**config.mk**
```make
export PLATFORM = sky130hd
export DESIGN_NAME = stack_seq
export DESIGN_NICKNAME = d
export VERILOG_FILES = /design/src/rtl/stk_pkg.sv /design/src/rtl/stk_ctrl.sv /design/src/rtl/stk_ptr.sv /design/src/rtl/stk_word.sv /design/src/rtl/stack_seq.sv
export SDC_FILE = /design/constraint.sdc
export NUM_CORES = 1
export LEC_CHECK = 0
export ABC_AREA = 1
export BUFFER_PORTS_ARGS = -buffer_cell sky130_fd_sc_hd__buf_4
export CORE_MARGIN = 5
export CORE_UTILIZATION = 55
export CTS_BUF_LIST = sky130_fd_sc_hd__clkbuf_4
export DETAILED_ROUTE_END_ITERATION = 12
export PLACE_DENSITY = 0.82
export SYNTH_ARGS = -nofsm -noshare
export SYNTH_HDL_FRONTEND = slang
export SYNTH_SLANG_ARGS = --single-unit
```
**constraint.sdc**
```tcl
create_clock -name clk -period 2.25 [get_ports clk]
set_input_delay 0.1125 -clock clk [delete_from_list [all_inputs] [get_ports clk]]
set_output_delay 0.1125 -clock clk [all_outputs]
set_load 0.02 [all_outputs]
```
**src/rtl/stk_pkg.sv**
```systemverilog
package stk_pkg;

  typedef enum logic [1:0] {
    CMD_PUSH  = 2'b00,
    CMD_POP   = 2'b01,
    CMD_RETNZ = 2'b10,
    CMD_RSVD  = 2'b11
  } stk_cmd_e;

  typedef enum logic [2:0] {
    ST_IDLE,
    ST_WR_HI,
    ST_WR_LO,
    ST_RD_LO,
    ST_RD_HI,
    ST_TAIL,
    ST_FIN
  } stk_state_e;

  localparam int COST_PUSH     = 16;
  localparam int COST_POP      = 12;
  localparam int COST_RET_SKIP = 8;
  localparam int COST_RET_TAKE = 20;

  // tick cost of a command given the zero flag at acceptance
  function automatic int cost_of(input logic [1:0] c, input logic z);
    case (c)
      CMD_PUSH:  return COST_PUSH;
      CMD_POP:   return COST_POP;
      CMD_RETNZ: return z ? COST_RET_SKIP : COST_RET_TAKE;
      default:   return 0;
    endcase
  endfunction

  function automatic logic ret_taken(input logic [1:0] c, input logic z);
    return (c == CMD_RETNZ) && !z;
  endfunction

endpackage

```
**src/rtl/stk_ctrl.sv**
```systemverilog
module stk_ctrl
  import stk_pkg::*;
#(
  parameter int COST_W = 5
) (
  input  logic              clk,
  input  logic              rst_n,
  input  logic              start,
  input  logic [1:0]        cmd,
  input  logic              zero_flag,
  output logic              accept,
  output logic              busy,
  output logic              step_dn,
  output logic              step_up,
  output logic              sel_hi,
  output logic              cap_lo,
  output logic              cap_hi,
  output logic              fin,
  output logic              pc_load,
  output logic [COST_W-1:0] cost_ticks
);

  stk_state_e st, st_nx;
  logic       take_q;

  assign accept  = (st == ST_IDLE) && start && (cmd != CMD_RSVD);
  assign busy    = (st != ST_IDLE);
  assign step_dn = (st == ST_WR_HI) || (st == ST_WR_LO);
  assign step_up = (st == ST_RD_LO) || (st == ST_RD_HI);
  assign sel_hi  = (st == ST_WR_HI);
  assign cap_lo  = (st == ST_RD_HI);
  assign cap_hi  = (st == ST_TAIL);
  assign fin     = (st == ST_FIN);
  assign pc_load = fin && take_q;

  always_comb begin
    st_nx = st;
    case (st)
      ST_IDLE: begin
        if (accept) begin
          if (cmd == CMD_PUSH)                    st_nx = ST_WR_HI;
          else if (cmd == CMD_RETNZ && zero_flag) st_nx = ST_FIN;
          else                                    st_nx = ST_RD_LO;
        end
      end
      ST_WR_HI: st_nx = ST_WR_LO;
      ST_WR_LO: st_nx = ST_FIN;
      ST_RD_LO: st_nx = ST_RD_HI;
      ST_RD_HI: st_nx = ST_TAIL;
      ST_TAIL:  st_nx = ST_FIN;
      default:  st_nx = ST_IDLE;
    endcase
  end

  always_ff @(posedge clk or negedge rst_n) begin
    if (!rst_n) begin
      st         <= ST_IDLE;
      take_q     <= 1'b0;
      cost_ticks <= '0;
    end else begin
      st <= st_nx;
      if (accept) begin
        take_q     <= ret_taken(cmd, zero_flag);
        cost_ticks <= COST_W'(cost_of(cmd, zero_flag));
      end
    end
  end

endmodule

```
**src/rtl/stk_ptr.sv**
```systemverilog
module stk_ptr #(
  parameter int          ADDR_W   = 16,
  parameter int unsigned RESET_SP = 'hFFFE
) (
  input  logic              clk,
  input  logic              rst_n,
  input  logic              step_dn,
  input  logic              step_up,
  output logic [ADDR_W-1:0] sp,
  output logic [ADDR_W-1:0] access_addr
);

  localparam logic [ADDR_W-1:0] ONE = ADDR_W'(1);

  // pre-decrement for writes, current pointer for reads
  function automatic logic [ADDR_W-1:0] ptr_down(input logic [ADDR_W-1:0] p);
    return p - ONE;
  endfunction

  function automatic logic [ADDR_W-1:0] ptr_up(input logic [ADDR_W-1:0] p);
    return p + ONE;
  endfunction

  assign access_addr = step_dn ? ptr_down(sp) : sp;

  always_ff @(posedge clk or negedge rst_n) begin
    if (!rst_n)       sp <= ADDR_W'(RESET_SP);
    else if (step_dn) sp <= ptr_down(sp);
    else if (step_up) sp <= ptr_up(sp);
  end

endmodule

```
**src/rtl/stk_word.sv**
```systemverilog
module stk_word #(
  parameter int BYTE_W = 8,
  localparam int WORD_W = 2 * BYTE_W
) (
  input  logic              clk,
  input  logic              rst_n,
  input  logic              load,
  input  logic [WORD_W-1:0] din,
  input  logic              sel_hi,
  output logic [BYTE_W-1:0] wbyte,
  input  logic              cap_lo,
  input  logic              cap_hi,
  input  logic [BYTE_W-1:0] rbyte,
  output logic [WORD_W-1:0] dout
);

  logic [WORD_W-1:0] held;
  logic [BYTE_W-1:0] lo_q;

  assign wbyte = sel_hi ? held[WORD_W-1:BYTE_W] : held[BYTE_W-1:0];

  always_ff @(posedge clk or negedge rst_n) begin
    if (!rst_n) begin
      held <= '0;
      lo_q <= '0;
      dout <= '0;
    end else begin
      if (load)   held <= din;
      if (cap_lo) lo_q <= rbyte;
      if (cap_hi) dout <= {rbyte, lo_q};
    end
  end

endmodule

```
**src/rtl/stack_seq.sv**
```systemverilog
module stack_seq #(
  parameter int          ADDR_W   = 16,
  parameter int          BYTE_W   = 8,
  parameter int          COST_W   = 5,
  parameter int unsigned RESET_SP = 'hFFFE
) (
  input  logic                  clk,
  input  logic                  rst_n,
  input  logic                  start,
  input  logic [1:0]            cmd,
  input  logic                  zero_flag,
  input  logic [2*BYTE_W-1:0]   push_word,
  output logic                  busy,
  output logic                  done,
  output logic                  pc_load,
  output logic [2*BYTE_W-1:0]   pop_word,
  output logic [COST_W-1:0]     cost_ticks,
  output logic [ADDR_W-1:0]     sp_out,
  output logic                  mem_rd,
  output logic                  mem_wr,
  output logic [ADDR_W-1:0]     mem_addr,
  output logic [BYTE_W-1:0]     mem_wdata,
  input  logic [BYTE_W-1:0]     mem_rdata
);

  // named internal events, visible to the bound checker
  logic accept_ev;
  logic sp_step_dn;
  logic sp_step_up;
  logic sel_hi;
  logic cap_lo;
  logic cap_hi;

  stk_ctrl #(.COST_W(COST_W)) u_ctrl (
    .clk        (clk),
    .rst_n      (rst_n),
    .start      (start),
    .cmd        (cmd),
    .zero_flag  (zero_flag),
    .accept     (accept_ev),
    .busy       (busy),
    .step_dn    (sp_step_dn),
    .step_up    (sp_step_up),
    .sel_hi     (sel_hi),
    .cap_lo     (cap_lo),
    .cap_hi     (cap_hi),
    .fin        (done),
    .pc_load    (pc_load),
    .cost_ticks (cost_ticks)
  );

  stk_ptr #(.ADDR_W(ADDR_W), .RESET_SP(RESET_SP)) u_ptr (
    .clk         (clk),
    .rst_n       (rst_n),
    .step_dn     (sp_step_dn),
    .step_up     (sp_step_up),
    .sp          (sp_out),
    .access_addr (mem_addr)
  );

  stk_word #(.BYTE_W(BYTE_W)) u_word (
    .clk    (clk),
    .rst_n  (rst_n),
    .load   (accept_ev),
    .din    (push_word),
    .sel_hi (sel_hi),
    .wbyte  (mem_wdata),
    .cap_lo (cap_lo),
    .cap_hi (cap_hi),
    .rbyte  (mem_rdata),
    .dout   (pop_word)
  );

  assign mem_wr = sp_step_dn;
  assign mem_rd = sp_step_up;

endmodule

```
# After elaboration in Yosys (flattened, before gate mapping)
# Cells that the tools add are included.
# word_totals
in_bits	30
out_inout_bits	66
ff_bits	65
word_cells	42
# classes
n_eq_ne	10
n_reduce_logical	13
add_sub_neg	2
mux	10
# ops
operator	count
16-bit 2-to-1 mux	3
16-bit by 1-bit adder with 16-bit output, second input constant	1
16-bit by 1-bit subtractor with 16-bit output, second input constant	1
3-bit one-hot mux with 5 select lines	1
5-bit one-hot mux with 3 select lines	1
3-bit == test, second input constant	3
3-bit 2-to-1 mux	3
8-bit 2-to-1 mux	1
3-bit by 2-bit == test with 1-bit output, second input constant	2
1-bit logical AND	5
5-bit 2-to-1 mux	1
2-bit != test, second input constant	2
3-bit by 1-bit == test with 1-bit output, second input constant	1
3-bit logical NOT	1
3-bit nonzero test	1
2-bit by 1-bit == test with 1-bit output, second input constant	1
2-bit == test, second input constant	1
2-bit logical NOT	1
1-bit logical OR	2
2-bit nonzero test	1
2-bit OR reduction	1
1-bit logical NOT	1

# Longest topological paths before layout
# depth
depth_word	6
ltp_mapped	13
depth_no_buf	13

# Hierarchy
# From an unflattened synthesis, not the netlist that was laid out.
# unflattened
hier_cells	544
hier_area_um2	3782.4
# modules_own_cells
module	cells_per_inst	seq_area_each_um2	area_each_um2	instances
stk_word	196	1001.0	1672.9	1
stk_ptr	280	419.2	1655.3	1
stk_ctrl	68	175.2	454.2	1

# Worst setup path before layout
# OpenSTA, ideal clock, no wires.
# synth_timing
path_type	reg2out
start	reg u_ptr.sp[0]
end	out mem_addr[8]
n_path_buf	0
path_stages_with_launch	11
setup_slack_ps	439
t_arrival_ps	1698
t_required_ps	2138
cell_sequence	dfrtp_1 -> inv_2 -> ha_1 -> inv_1 -> nor2_1 -> nand2_1 -> nor2_1 -> nand2_1 -> nand2_1 -> nand3_1 -> o21ai_1
# synth_between
elab_chain_cells	2
# synth_rtl
item	line	text
from (decl)	stk_ptr.sv:9	output logic [ADDR_W-1:0] sp,
from (signal assigned)	stk_ptr.sv:27	if (!rst_n) sp <= ADDR_W'(RESET_SP);
from (signal assigned)	stk_ptr.sv:28	else if (step_dn) sp <= ptr_down(sp);
from (signal assigned)	stk_ptr.sv:29	else if (step_up) sp <= ptr_up(sp);
16-bit by 1-bit subtractor with 16-bit output	stk_ptr.sv:17	return p - ONE;
16-bit 2-to-1 mux	stk_ptr.sv:24	assign access_addr = step_dn ? ptr_down(sp) : sp;
to (decl)	stack_seq.sv:21	output logic [ADDR_W-1:0] mem_addr,
# Every way passes these cells.

# Final worst setup path
# layout_timing
start	reg u_ctrl.st[2]
end	out mem_addr[9]
# layout_between
elab_chain_cells	3
elab_cells_between_ends	4
cone_classes	eq/ne: 2; mux: 1; reduce/logical: 1
# layout_rtl
item	line	text
from (decl)	stk_ctrl.sv:23	stk_state_e st, st_nx;
from (signal assigned)	stk_ctrl.sv:61	st <= st_nx;
3-bit by 1-bit == test with 1-bit output / 3-bit by 2-bit == test with 1-bit output (equally long branches)	stk_ctrl.sv:28	assign step_dn = (st == ST_WR_HI) || (st == ST_WR_LO);
1-bit logical OR (*)	stk_ctrl.sv:28	
16-bit 2-to-1 mux (*)	stk_ptr.sv:24	
# Every way passes the cells marked *; elsewhere a longest branch is shown, timed or not.

==> metrics <==
Slew @ Worst Pin=0.952 ns; Final #Nets=646; I/O pin total=96; largest net degree at the start of global routing=64; Vias=3713; xor and xnor area share after synthesis=0.939%; final hold vios=0; Worst R2R Start=u_ptr.sp[1]; post-DR vias/cell=5.33; Net Sw Power=3.55 mW; CP Capture Type=primary output; Root Buffer=clkbuf_4; count leader, synth=nand2_1; Iter 0 DRT Violations=221; Worst-path clk slew=0.12 ns; largest cells by area after synthesis=dfrtp_1 32%, nand2_1 19%, dfstp_2 11%, nand3_1 4.7%, nor2_1 3.9%; Post-DRT Antenna Nets=0; Period minus WS final=2.13 ns; Int Pwr=3.64 mW; max-cap viol count=0; Post-Synth Simple-Gate Area=32.8%; worst-skew pair later-pin latency=0.41 ns; global-route wire length before repair=16500 µm; fraction of registers with async set/reset=100%; vias in the first global route=3635; Synth Instances=497; PD cells=1490 mW/mm²; sequential share of power=30.0%; CP required=2.14 ns; DRC viols=0; switching share of power=49.4%; clk sinks=63; routed wire length=9890 µm; WP data arrival=2.02 ns; Initial Util=55.8%; post-synthesis compound-gate area fraction=10.5%; mux cell area share after synthesis=2.42%; GP Congestion=0.912; Gate power share=58.7%; cell taking the most area after synthesis=dfrtp_1; LEAKAGE=2.46 nW; number of diodes=0; layout cells sized above 1=28.7%; RSZ-0062 raised after global routing=false; Slew headroom=36.5%; Tot Pwr=7.20 mW; die area=0.00853 mm²; Fmax=470 MHz; FF-to-FF setup slack=0.41 ns; Yosys cell types=44; top cells by count, synth=189 x nand2_1, 48 x dfrtp_1, 39 x nor2_1, 35 x nand3_1, 34 x inv_1; # setup viols final=0; I/O Buffers=93; antenna violations before repair=0; terminus of the critical flop-to-flop path=u_ptr.sp[10]; Syn Area/Cell=7.50 µm²; Synth warnings=0; critical path launch point type=register; crit-path max FO=14; CP startpoint=u_ctrl.st[2]; CTS tree=yes; Synth Area in Adders=1.34%; outcome=complete, no violations; dpl cell area=0.00437 mm²; std cell rows=30; Tot GR Track Use=24.0%; Area growth, synth to finish=29.5%; FF-to-FF path depth=8; area share of the leading cell type in the synthesized netlist=32.2%; Crit Path Class=register to primary output; Post-synth EDFFs=0; top_reg_cell synth=dfrtp_1; Clock Power Share=11.3%; htree depth=3; Die Ht=92.4 µm; Synth Register Bits=63; Num CTS Buffers=9; sequential fraction of the synthesis area=42.8%; Hold WC Path Type=input pin to register; Wirelength per Cell=14.2 µm; crit path to=mem_addr[9]; largest family of logic cells by synthesized area=simple AND/OR/NAND/NOR gates; Min Hold Slack=0.0342 ns; maximum vdd drop=0.727 mV; final setup TNS=0 ns; HPWL after DPL=6540 µm; total core area=0.00668 mm²; post-place setup slack=0.310 ns; Synth Cell Area=0.00373 mm²; Slew Limit Fails=0; worst setup margin=0.122 ns; grt total ovfl=0; Final Instance Area=0.00483 mm²; drt first pass iters=5; Max clock buf depth=2; Worst Clk Skew=0.0148 ns; Die X=92.4 µm; fin crit share=94.6%
[per-stage QoR]
stage               std cells  util (%)
detailed placement        650      65.4
CTS                       695      71.9
global placement          650      65.4
floorplan                 498         -
global route              697      72.3
finish                    697      72.3
[placed cells by master (no fill, tap or decap), types with 3 or more instances in the layout]
cell type	instances
o21ai_0	24
nor3_1	3
o21ai_1	22
nor2_2	6
nand4_1	4
mux2_2	6
nand2_1	188
dfstp_2	15
inv_1	33
dfrtp_1	47
nand3_1	34
nor2_1	37
nor2_4	4
a21oi_1	5
dlygate4sd3_1	25
buf_4	100
inv_2	8
xor2_1	4
ha_1	3
clkbuf_4	9
nand2_4	4
[kinds of logic (layout without fill, tap and decap cells)]
logic type,count (synthesis),in the layout
AO/OA/AOI/OAI,64,64
XOR/XNOR,4,4
adder cells (fa/ha/maj),4,4
buffers and inverters,66,185
flip-flops,63,63
multiplexers,8,8
other,1,2
AND/OR/NAND/NOR,287,287
[worst max-delay path, stage by stage (launching register included)]
cell	delay (ns)
dfrtp_1	0.51
inv_2	0.14
nand3_1	0.15
nand2_4	0.14
buf_4	0.21
nand3_1	0.13
o21ai_1	0.14
buf_4	0.18
[how the worst min path moves through the flow]
stage,startpoint,endpoint,slack [ns],cells past startpoint
floorplan,rst_n,u_ctrl.cost_ticks[2],-0.18,0
global route,zero_flag,u_ctrl.take_q,0.04,4
finish,zero_flag,u_ctrl.take_q,0.03,4
CTS,zero_flag,u_ctrl.take_q,0.01,4
detailed placement,rst_n,u_ptr.sp[0],0.26,1
global placement,rst_n,u_word.held[15],0.25,1
[state kept, by name (all words and copies together), names as in the netlist]
register / cells
u_word.lo_q: 8
u_ctrl.st: 3
u_ctrl.take_q: 1
u_word.dout: 16
u_ctrl.cost_ticks: 3
u_ptr.sp: 16
u_word.held: 16
[power groups by stage]
stage / clock (mW) / combinational, mW / sequential [mW]
2_1_floorplan: 0 / 2.63 / 2.31
3_3_place_gp: 0 / 3.92 / 2.16
3_5_place_dp: 0 / 4.02 / 2.18
4_1_cts: 0.820 / 4.17 / 2.15
5_1_grt: 0.880 / 4.65 / 2.24
6_report: 0.812 / 4.22 / 2.16
[final cells by class]
class                      count  area [µm²]
clock buffer                   9        67.6
clock inverter                 7        72.6
fill                         522        1850
inverter                      44         170
multi-input combinational    369        1820
sequential                    63        1600
tap                           80         100
timing repair buffer         125        1000
[layer usage]
metal  track usage, %  vias to the layer above  wire (µm)
met3             5.12                       28        701
met1             28.8                     1731       4030
met5                0                        -          0
met4             11.1                        0        322
li1                 -                     1815          -
met2             41.0                      139       4840
[what timing repair did]
| item | CTS | global route |
|---|---|---|
| setup buffers | 4 | 2 |
| hold buffers | 25 | 0 |
| endpoints found under the hold margin | 79 | 0 |
| pin swaps | 2 | 1 |
| resized for setup | 6 | 6 |
| setup endpoints to repair | 8 | 5 |
Note: power is estimated with default switching activity, not from simulation.
